$ cat src/rtl/snd_tmr_pkg.sv
package snd_tmr_pkg;
  localparam int TMR_N      = 3;
  localparam int TGT_W      = 8;
  localparam int CNT_W      = 4;
  localparam int PRE_W      = 3;
  localparam int DATA_W     = 8;
  localparam int CB_CLR_LO  = 4;
  localparam int CB_CLR_HI  = 5;
  localparam int CB_ROM     = 7;
  localparam logic [DATA_W-1:0] CTRL_RESET = 8'h80;

  typedef enum logic [1:0] {
    SEL_CTRL = 2'd0,
    SEL_TGT0 = 2'd1,
    SEL_TGT1 = 2'd2,
    SEL_TGT2 = 2'd3
  } wr_sel_e;
endpackage

$ cat src/rtl/snd_tmr_prescale.sv
module snd_tmr_prescale #(
  parameter int PRE_W = 3
) (
  input  logic clk,
  input  logic rst,
  input  logic tick_en,
  output logic slow_tick
);
  logic [PRE_W-1:0] pre_q;

  always_ff @(posedge clk) begin
    if (rst) pre_q <= '0;
    else if (tick_en) pre_q <= pre_q + 1'b1;
  end

  // fires on the tick that wraps the prescaler
  assign slow_tick = tick_en & (&pre_q);
endmodule

$ cat src/rtl/snd_tmr_ctrl.sv
module snd_tmr_ctrl #(
  parameter int TMR_N     = 3,
  parameter int DATA_W    = 8,
  parameter int CB_CLR_LO = 4,
  parameter int CB_CLR_HI = 5,
  parameter int CB_ROM    = 7,
  parameter logic [DATA_W-1:0] CTRL_RESET = 8'h80
) (
  input  logic              clk,
  input  logic              rst,
  input  logic              wr_ctrl,
  input  logic [DATA_W-1:0] wr_data,
  output logic [TMR_N-1:0]  en_q,
  output logic [TMR_N-1:0]  en_rise,
  output logic              port01_clr,
  output logic              port23_clr,
  output logic              rom_visible
);
  logic [TMR_N-1:0] en_nxt;
  logic             unused_ctrl_bits;

  assign en_nxt  = wr_data[TMR_N-1:0];
  assign en_rise = {TMR_N{wr_ctrl}} & en_nxt & ~en_q;
  assign unused_ctrl_bits = ^wr_data;

  always_ff @(posedge clk) begin
    if (rst) begin
      en_q        <= CTRL_RESET[TMR_N-1:0];
      rom_visible <= CTRL_RESET[CB_ROM];
      port01_clr  <= 1'b0;
      port23_clr  <= 1'b0;
    end else begin
      port01_clr <= wr_ctrl & wr_data[CB_CLR_LO];
      port23_clr <= wr_ctrl & wr_data[CB_CLR_HI];
      if (wr_ctrl) begin
        en_q        <= en_nxt;
        rom_visible <= wr_data[CB_ROM];
      end
    end
  end
endmodule

$ cat src/rtl/snd_tmr_chan.sv
module snd_tmr_chan #(
  parameter int TGT_W = 8,
  parameter int CNT_W = 4
) (
  input  logic             clk,
  input  logic             rst,
  input  logic             step,
  input  logic             en,
  input  logic             restart,
  input  logic             tgt_wr,
  input  logic [TGT_W-1:0] tgt_data,
  input  logic             rd_clr,
  output logic [CNT_W-1:0] cnt
);
  localparam logic [TGT_W:0] FULL_PERIOD = {1'b1, {TGT_W{1'b0}}};

  logic [TGT_W-1:0] tgt_q;
  logic [TGT_W-1:0] stage_q;
  logic [CNT_W-1:0] cnt_q;
  logic [TGT_W:0]   period;
  logic [TGT_W:0]   stage_inc;
  logic             adv;
  logic             wrap;

  assign period    = (tgt_q == '0) ? FULL_PERIOD : {1'b0, tgt_q};
  assign stage_inc = {1'b0, stage_q} + 1'b1;
  assign adv       = step & en;
  assign wrap      = adv & (stage_inc >= period);
  assign cnt       = cnt_q;

  always_ff @(posedge clk) begin
    if (rst) begin
      tgt_q   <= '0;
      stage_q <= '0;
      cnt_q   <= '0;
    end else begin
      if (tgt_wr) tgt_q <= tgt_data;
      if (restart) begin
        stage_q <= '0;
        cnt_q   <= '0;
      end else begin
        if (adv) stage_q <= wrap ? '0 : stage_inc[TGT_W-1:0];
        if (rd_clr)     cnt_q <= wrap ? CNT_W'(1) : '0;
        else if (wrap)  cnt_q <= cnt_q + 1'b1;
      end
    end
  end
endmodule

$ cat src/rtl/snd_interval_timers.sv
module snd_interval_timers
  import snd_tmr_pkg::*;
#(
  parameter int TMR_NUM = TMR_N,
  parameter int T_W     = TGT_W,
  parameter int C_W     = CNT_W,
  parameter int P_W     = PRE_W,
  parameter int D_W     = DATA_W,
  parameter int SEL_W   = $clog2(TMR_NUM + 1)
) (
  input  logic             clk,
  input  logic             rst,
  input  logic             tick_en,
  input  logic             wr_en,
  input  logic [SEL_W-1:0] wr_sel,
  input  logic [D_W-1:0]   wr_data,
  input  logic             rd_en,
  input  logic [SEL_W-1:0] rd_sel,
  output logic [C_W-1:0]   rd_data,
  output logic             rd_valid,
  output logic             port01_clr,
  output logic             port23_clr,
  output logic             rom_visible
);
  localparam int FAST_IDX = TMR_NUM - 1;

  logic                     slow_tick;
  logic                     wr_ctrl;
  logic [TMR_NUM-1:0]       en_q;
  logic [TMR_NUM-1:0]       en_rise;
  logic [TMR_NUM*C_W-1:0]   cnt_flat;
  logic [C_W-1:0]           rd_mux;

  assign wr_ctrl = wr_en & (wr_sel == SEL_W'(0));

  snd_tmr_prescale #(.PRE_W(P_W)) u_pre (
    .clk       (clk),
    .rst       (rst),
    .tick_en   (tick_en),
    .slow_tick (slow_tick)
  );

  snd_tmr_ctrl #(
    .TMR_N     (TMR_NUM),
    .DATA_W    (D_W),
    .CB_CLR_LO (CB_CLR_LO),
    .CB_CLR_HI (CB_CLR_HI),
    .CB_ROM    (CB_ROM),
    .CTRL_RESET(CTRL_RESET)
  ) u_ctrl (
    .clk         (clk),
    .rst         (rst),
    .wr_ctrl     (wr_ctrl),
    .wr_data     (wr_data),
    .en_q        (en_q),
    .en_rise     (en_rise),
    .port01_clr  (port01_clr),
    .port23_clr  (port23_clr),
    .rom_visible (rom_visible)
  );

  for (genvar gi = 0; gi < TMR_NUM; gi++) begin : g_chan
    logic step_i;
    if (gi == FAST_IDX) begin : g_fast
      assign step_i = tick_en;
    end else begin : g_slow
      assign step_i = slow_tick;
    end

    snd_tmr_chan #(.TGT_W(T_W), .CNT_W(C_W)) u_chan (
      .clk      (clk),
      .rst      (rst),
      .step     (step_i),
      .en       (en_q[gi]),
      .restart  (en_rise[gi]),
      .tgt_wr   (wr_en & (wr_sel == SEL_W'(gi + 1))),
      .tgt_data (wr_data[T_W-1:0]),
      .rd_clr   (rd_en & (rd_sel == SEL_W'(gi))),
      .cnt      (cnt_flat[gi*C_W +: C_W])
    );
  end

  always_comb begin
    rd_mux = '0;
    for (int i = 0; i < TMR_NUM; i++) begin
      if (rd_sel == SEL_W'(i)) rd_mux = cnt_flat[i*C_W +: C_W];
    end
  end

  always_ff @(posedge clk) begin
    if (rst) begin
      rd_data  <= '0;
      rd_valid <= 1'b0;
    end else begin
      rd_valid <= rd_en;
      if (rd_en) rd_data <= rd_mux;
    end
  end
endmodule

$ cat config.mk
export PLATFORM = sky130hd
export DESIGN_NAME = snd_interval_timers
export DESIGN_NICKNAME = d
export VERILOG_FILES = /design/src/rtl/snd_tmr_pkg.sv /design/src/rtl/snd_tmr_prescale.sv /design/src/rtl/snd_tmr_ctrl.sv /design/src/rtl/snd_tmr_chan.sv /design/src/rtl/snd_interval_timers.sv
export SDC_FILE = /design/constraint.sdc
export NUM_CORES = 1
export LEC_CHECK = 0
export BUFFER_PORTS_ARGS = -buffer_cell sky130_fd_sc_hd__buf_2
export CAP_MARGIN = 20
export CORE_ASPECT_RATIO = 0.8
export CORE_MARGIN = 4
export CORE_UTILIZATION = 45
export CTS_BUF_LIST = sky130_fd_sc_hd__clkbuf_8
export CTS_CLUSTER_DIAMETER = 80
export CTS_CLUSTER_SIZE = 16
export DETAILED_ROUTE_END_ITERATION = 12
export GPL_ROUTABILITY_DRIVEN = 1
export GPL_TIMING_DRIVEN = 0
export REMOVE_ABC_BUFFERS = 1
export SETUP_SLACK_MARGIN = 0.4
export SKIP_LAST_GASP = 1
export SLEW_MARGIN = 20
export SYNTH_ARGS = -nofsm -noshare
export SYNTH_HDL_FRONTEND = slang
export SYNTH_SLANG_ARGS = --single-unit
export TNS_END_PERCENT = 5
$ cat constraint.sdc
create_clock -name clk -period 7.15 [get_ports clk]
set_input_delay 1.0725 -clock clk [delete_from_list [all_inputs] [get_ports clk]]
set_output_delay 1.0725 -clock clk [all_outputs]
set_load 0.05 [all_outputs]
==> results.cfg <==
[sta]
rsz0062_at_grt = no
post-route-min-period_ps = 3160
timing.slew.headroom = 0.390
hold_violations = 0
fin_crit_sh = 0.442
worst_pin_slew_ps = 909
skew_ps = 6.74
drv_slew = 0
fin_ws_ps = 3990
max_freq_mhz = 317
setup_tns_ps = 0
setup_viol_count_final = 0

[drt]
drt-wirelength-per-cell_um = 14.1
drt_iter0_drc = 163
viasPerCell = 5.44
drt-total-wl_mm = 8.91
vias = 3432
ant_nets = 0
first_pass_iters = 4
drc = 0

[worst_setup_path]
cp-start-kind = flip-flop
crit_slowest_cell = o21ai_0
cp_max_fo = 8
crit_chain = ha_1 > nand3_1 > or2_2 > xnor2_1 > ha_1 > a21oi_1 > o21ai_0 > a21oi_1 > o21bai_1 > a31oi_1
arrival_ps = 3360
worstPathRequired_ps = 7360
worstSetupPathType = reg2reg
worstSetupEndpointType = flip-flop
slowest_delay_ps = 550

[cts]
insertion_delay_ps = 350
cts_tree = yes
cts_root_buffer = clkbuf_8
ctsHoldBuffers = 0
clkSinkCount = 74
postCtsSetupRepairBufs = 0
path_clk_slew_ps = 80
ctsResizeCount = 0
cts_buffers = 9
cts_max_path_buffers = 2
htree_num_levels = 3

[hold_path]
worst_hold_path_type = reg2reg

[finish]
nNetsFinal = 563
multi_input_area_sq_um = 2500
syn_to_final_growth_pct = 9.91
antennaDiodeCount = 0
drive_gt1_frac = 0.0911
fin_util = 0.506
fill_cells = 875
seq_area_sq_um = 1480

[flow_run]
cap_violations = 0

[synth]
synth_warnings = 0
syn_avg_cell_area_sq_um = 8.45
yosys.area_share.adder = 0.106
postSynth.asyncResetShare = 0
synth_xor_area_frac = 0.0571
synth_top_family_by_area = simple AND/OR/NAND/NOR gates
synth-main-ff-cell = dfxtp_1
seq_area_frac_synth = 0.358
synth_edf_count = 0
netlist_area_sq_um = 4140
synth_mux_area_frac = 0.0897
synth_compound_area_frac = 0.114
synthDistinctLibCells = 45
yosys.area_share.simple = 0.236
ys_seq_elements = 74
syn_inst = 490

[grt]
antenna_found_initial = 0
grt.total_usage = 0.177
overflow = 0
grt_max_degree = 42
grt_pass1_vias = 3211
grt_pass1_wl_mm = 15.2

[pwr]
ir_drop_mv = 0.116
p_comb_frac = 0.100
leakage_nw = 1.98
power.internal_mw = 0.625
swShare = 0.258
power_density_nw_per_um2 = 185
clockPowerShare = 0.394
p_seq_frac = 0.506
switching_power_mw = 0.217

[place]
place_hpwl_mm = 6.63
portBuffers = 24
place.gp.congestion = 0.784
post-place-ws_ps = 4000

[floorplan]
fp.dieH_um = 93.8
row_count = 31
dieArea_sq_um = 10800
io_pins = 25
start_util = 0.460
core_sq_um = 9000
fp.dieW_um = 115

[run_status]
status = complete, no violations
## kinds of logic (layout without fill, tap and decap cells)
family / count (synthesis) / in the layout
multiplexers: 37 / 37
AO/OA/AOI/OAI: 75 / 75
XOR/XNOR: 27 / 27
flip-flops: 74 / 74
adder cells (fa/ha/maj): 35 / 35
AND/OR/NAND/NOR: 200 / 200
buffers and inverters: 42 / 68
## layout make-up
cell class | count | share of cell area
well taps | 115 | 0.0316
repair buffers | 25 | 0.0280
clock inverters | 5 | 0.0102
multi-input cells | 374 | 0.549
inverters | 27 | 0.0223
clock buffers | 11 | 0.0333
flip-flops and latches | 74 | 0.325
## per-stage QoR
stage,hold slack [ps],cells,total power [mW],area (sq um)
3_5_place_dp,467,615,0.520,4360
6_report,490,631,0.842,4550
3_3_place_gp,460,614,0.516,4340
5_1_grt,511,631,0.881,4550
4_1_cts,484,631,0.852,4550
2_1_floorplan,443,475,0.489,4080
## cell usage in the layout (no fill, tap or decap), types with 2 or more instances in the layout
| cell | instances |
|---|---|
| mux2i_1 | 36 |
| and3_1 | 11 |
| a22oi_1 | 2 |
| nand4_1 | 3 |
| nand4b_1 | 3 |
| nor3_1 | 2 |
| nand2_1 | 51 |
| o21ai_0 | 10 |
| xnor2_1 | 18 |
| ha_1 | 35 |
| xor2_1 | 9 |
| a21oi_1 | 34 |
| inv_1 | 30 |
| buf_2 | 24 |
| and4_1 | 2 |
| nand3b_1 | 7 |
| clkbuf_8 | 11 |
| o21ai_1 | 2 |
| o21a_1 | 2 |
| a211oi_1 | 4 |
| o21ai_2 | 2 |
| or3_1 | 4 |
| o211ai_1 | 2 |
| nand3_1 | 28 |
| and3b_1 | 3 |
| a31oi_1 | 9 |
| nor2_1 | 60 |
| nor2b_1 | 8 |
| nor3b_1 | 2 |
| nand2b_1 | 2 |
| nor4_1 | 6 |
| and2_1 | 5 |
| dfxtp_1 | 74 |
## registers in the layout (all words and copies together), names as in the netlist
| register | cells |
|---|---|
| g_chan.u_chan.stage_q | 24 |
| g_chan.u_chan.tgt_q | 24 |
| u_ctrl.port23_clr | 1 |
| u_ctrl.port01_clr | 1 |
| u_ctrl.en_q | 3 |
| u_ctrl.rom_visible | 1 |
| u_pre.pre_q | 3 |
| rd_data | 4 |
| rd_valid | 1 |
| g_chan.u_chan.cnt | 12 |
## power groups by stage
stage                     Sequential (mW)  Clock, mW  Combinational (mW)
after floorplan                     0.438          0              0.0510
after global placement              0.435          0              0.0810
after detailed placement            0.435          0              0.0843
after CTS                           0.426      0.342              0.0847
after global routing                0.427      0.359              0.0958
final                               0.426      0.331              0.0845
## critical path, delay by kind of cell (launching register included)
kind / cells / cell delay (ps)
simple gates: 2 / 570
flops: 1 / 420
xor+xnor: 1 / 140
fa+ha+maj: 2 / 550
compound gates: 5 / 1330
## metal layers
| layer | up-vias | GRT usage | routed length (um) |
|---|---|---|---|
| met1 | 1625 | 0.242 | 4430 |
| met4 | 0 | 0.0479 | 110 |
| li1 | 1743 | - | - |
| met2 | 53 | 0.276 | 4030 |
| met3 | 11 | 0.0451 | 344 |
| met5 | - | 0 | 0 |
## worst paths after layout
check	start	endpoint	slack (ps)	cells after the start
max	g_chan[2].u_chan.stage_q[0]$_SDFFE_PP0P_	g_chan[2].u_chan.stage_q[6]$_SDFFE_PP0P_	3990	10
min	g_chan[2].u_chan.cnt[3]$_SDFFE_PP0P_	g_chan[2].u_chan.cnt[3]$_SDFFE_PP0P_	490	2
max reg2reg	g_chan[2].u_chan.stage_q[0]$_SDFFE_PP0P_	g_chan[2].u_chan.stage_q[6]$_SDFFE_PP0P_	3990	10
min reg2reg	g_chan[2].u_chan.cnt[3]$_SDFFE_PP0P_	g_chan[2].u_chan.cnt[3]$_SDFFE_PP0P_	490	2
## synthesized netlist by cell type (2+ instances only)
cell type	n	area, sq um
or3_1	4	25.0
ha_1	35	438
nor4_1	6	37.5
and3b_1	3	26.3
o21a_1	2	15.0
nand4b_1	3	26.3
nor3_1	2	10.0
dfxtp_1	74	1480
o211ai_1	2	15.0
a31oi_1	9	56.3
nand4_1	3	18.8
xor2_1	9	78.8
nand3_1	28	140
nand3b_1	7	52.6
o21ai_2	2	17.5
a211oi_1	4	30.0
inv_1	27	101
o21ai_1	2	10.0
buf_2	3	15.0
clkbuf_1	11	41.3
nor2b_1	8	50.1
o21ai_0	10	50.1
nand2_1	51	191
xnor2_1	18	158
and2_1	5	31.3
nor2_1	60	225
and3_1	11	68.8
a21oi_1	34	170
nor3b_1	3	22.5
nand2b_1	2	12.5
a22oi_1	2	15.0
and4_1	2	17.5
mux2i_1	36	360
Power figures use the tool's default switching activity.
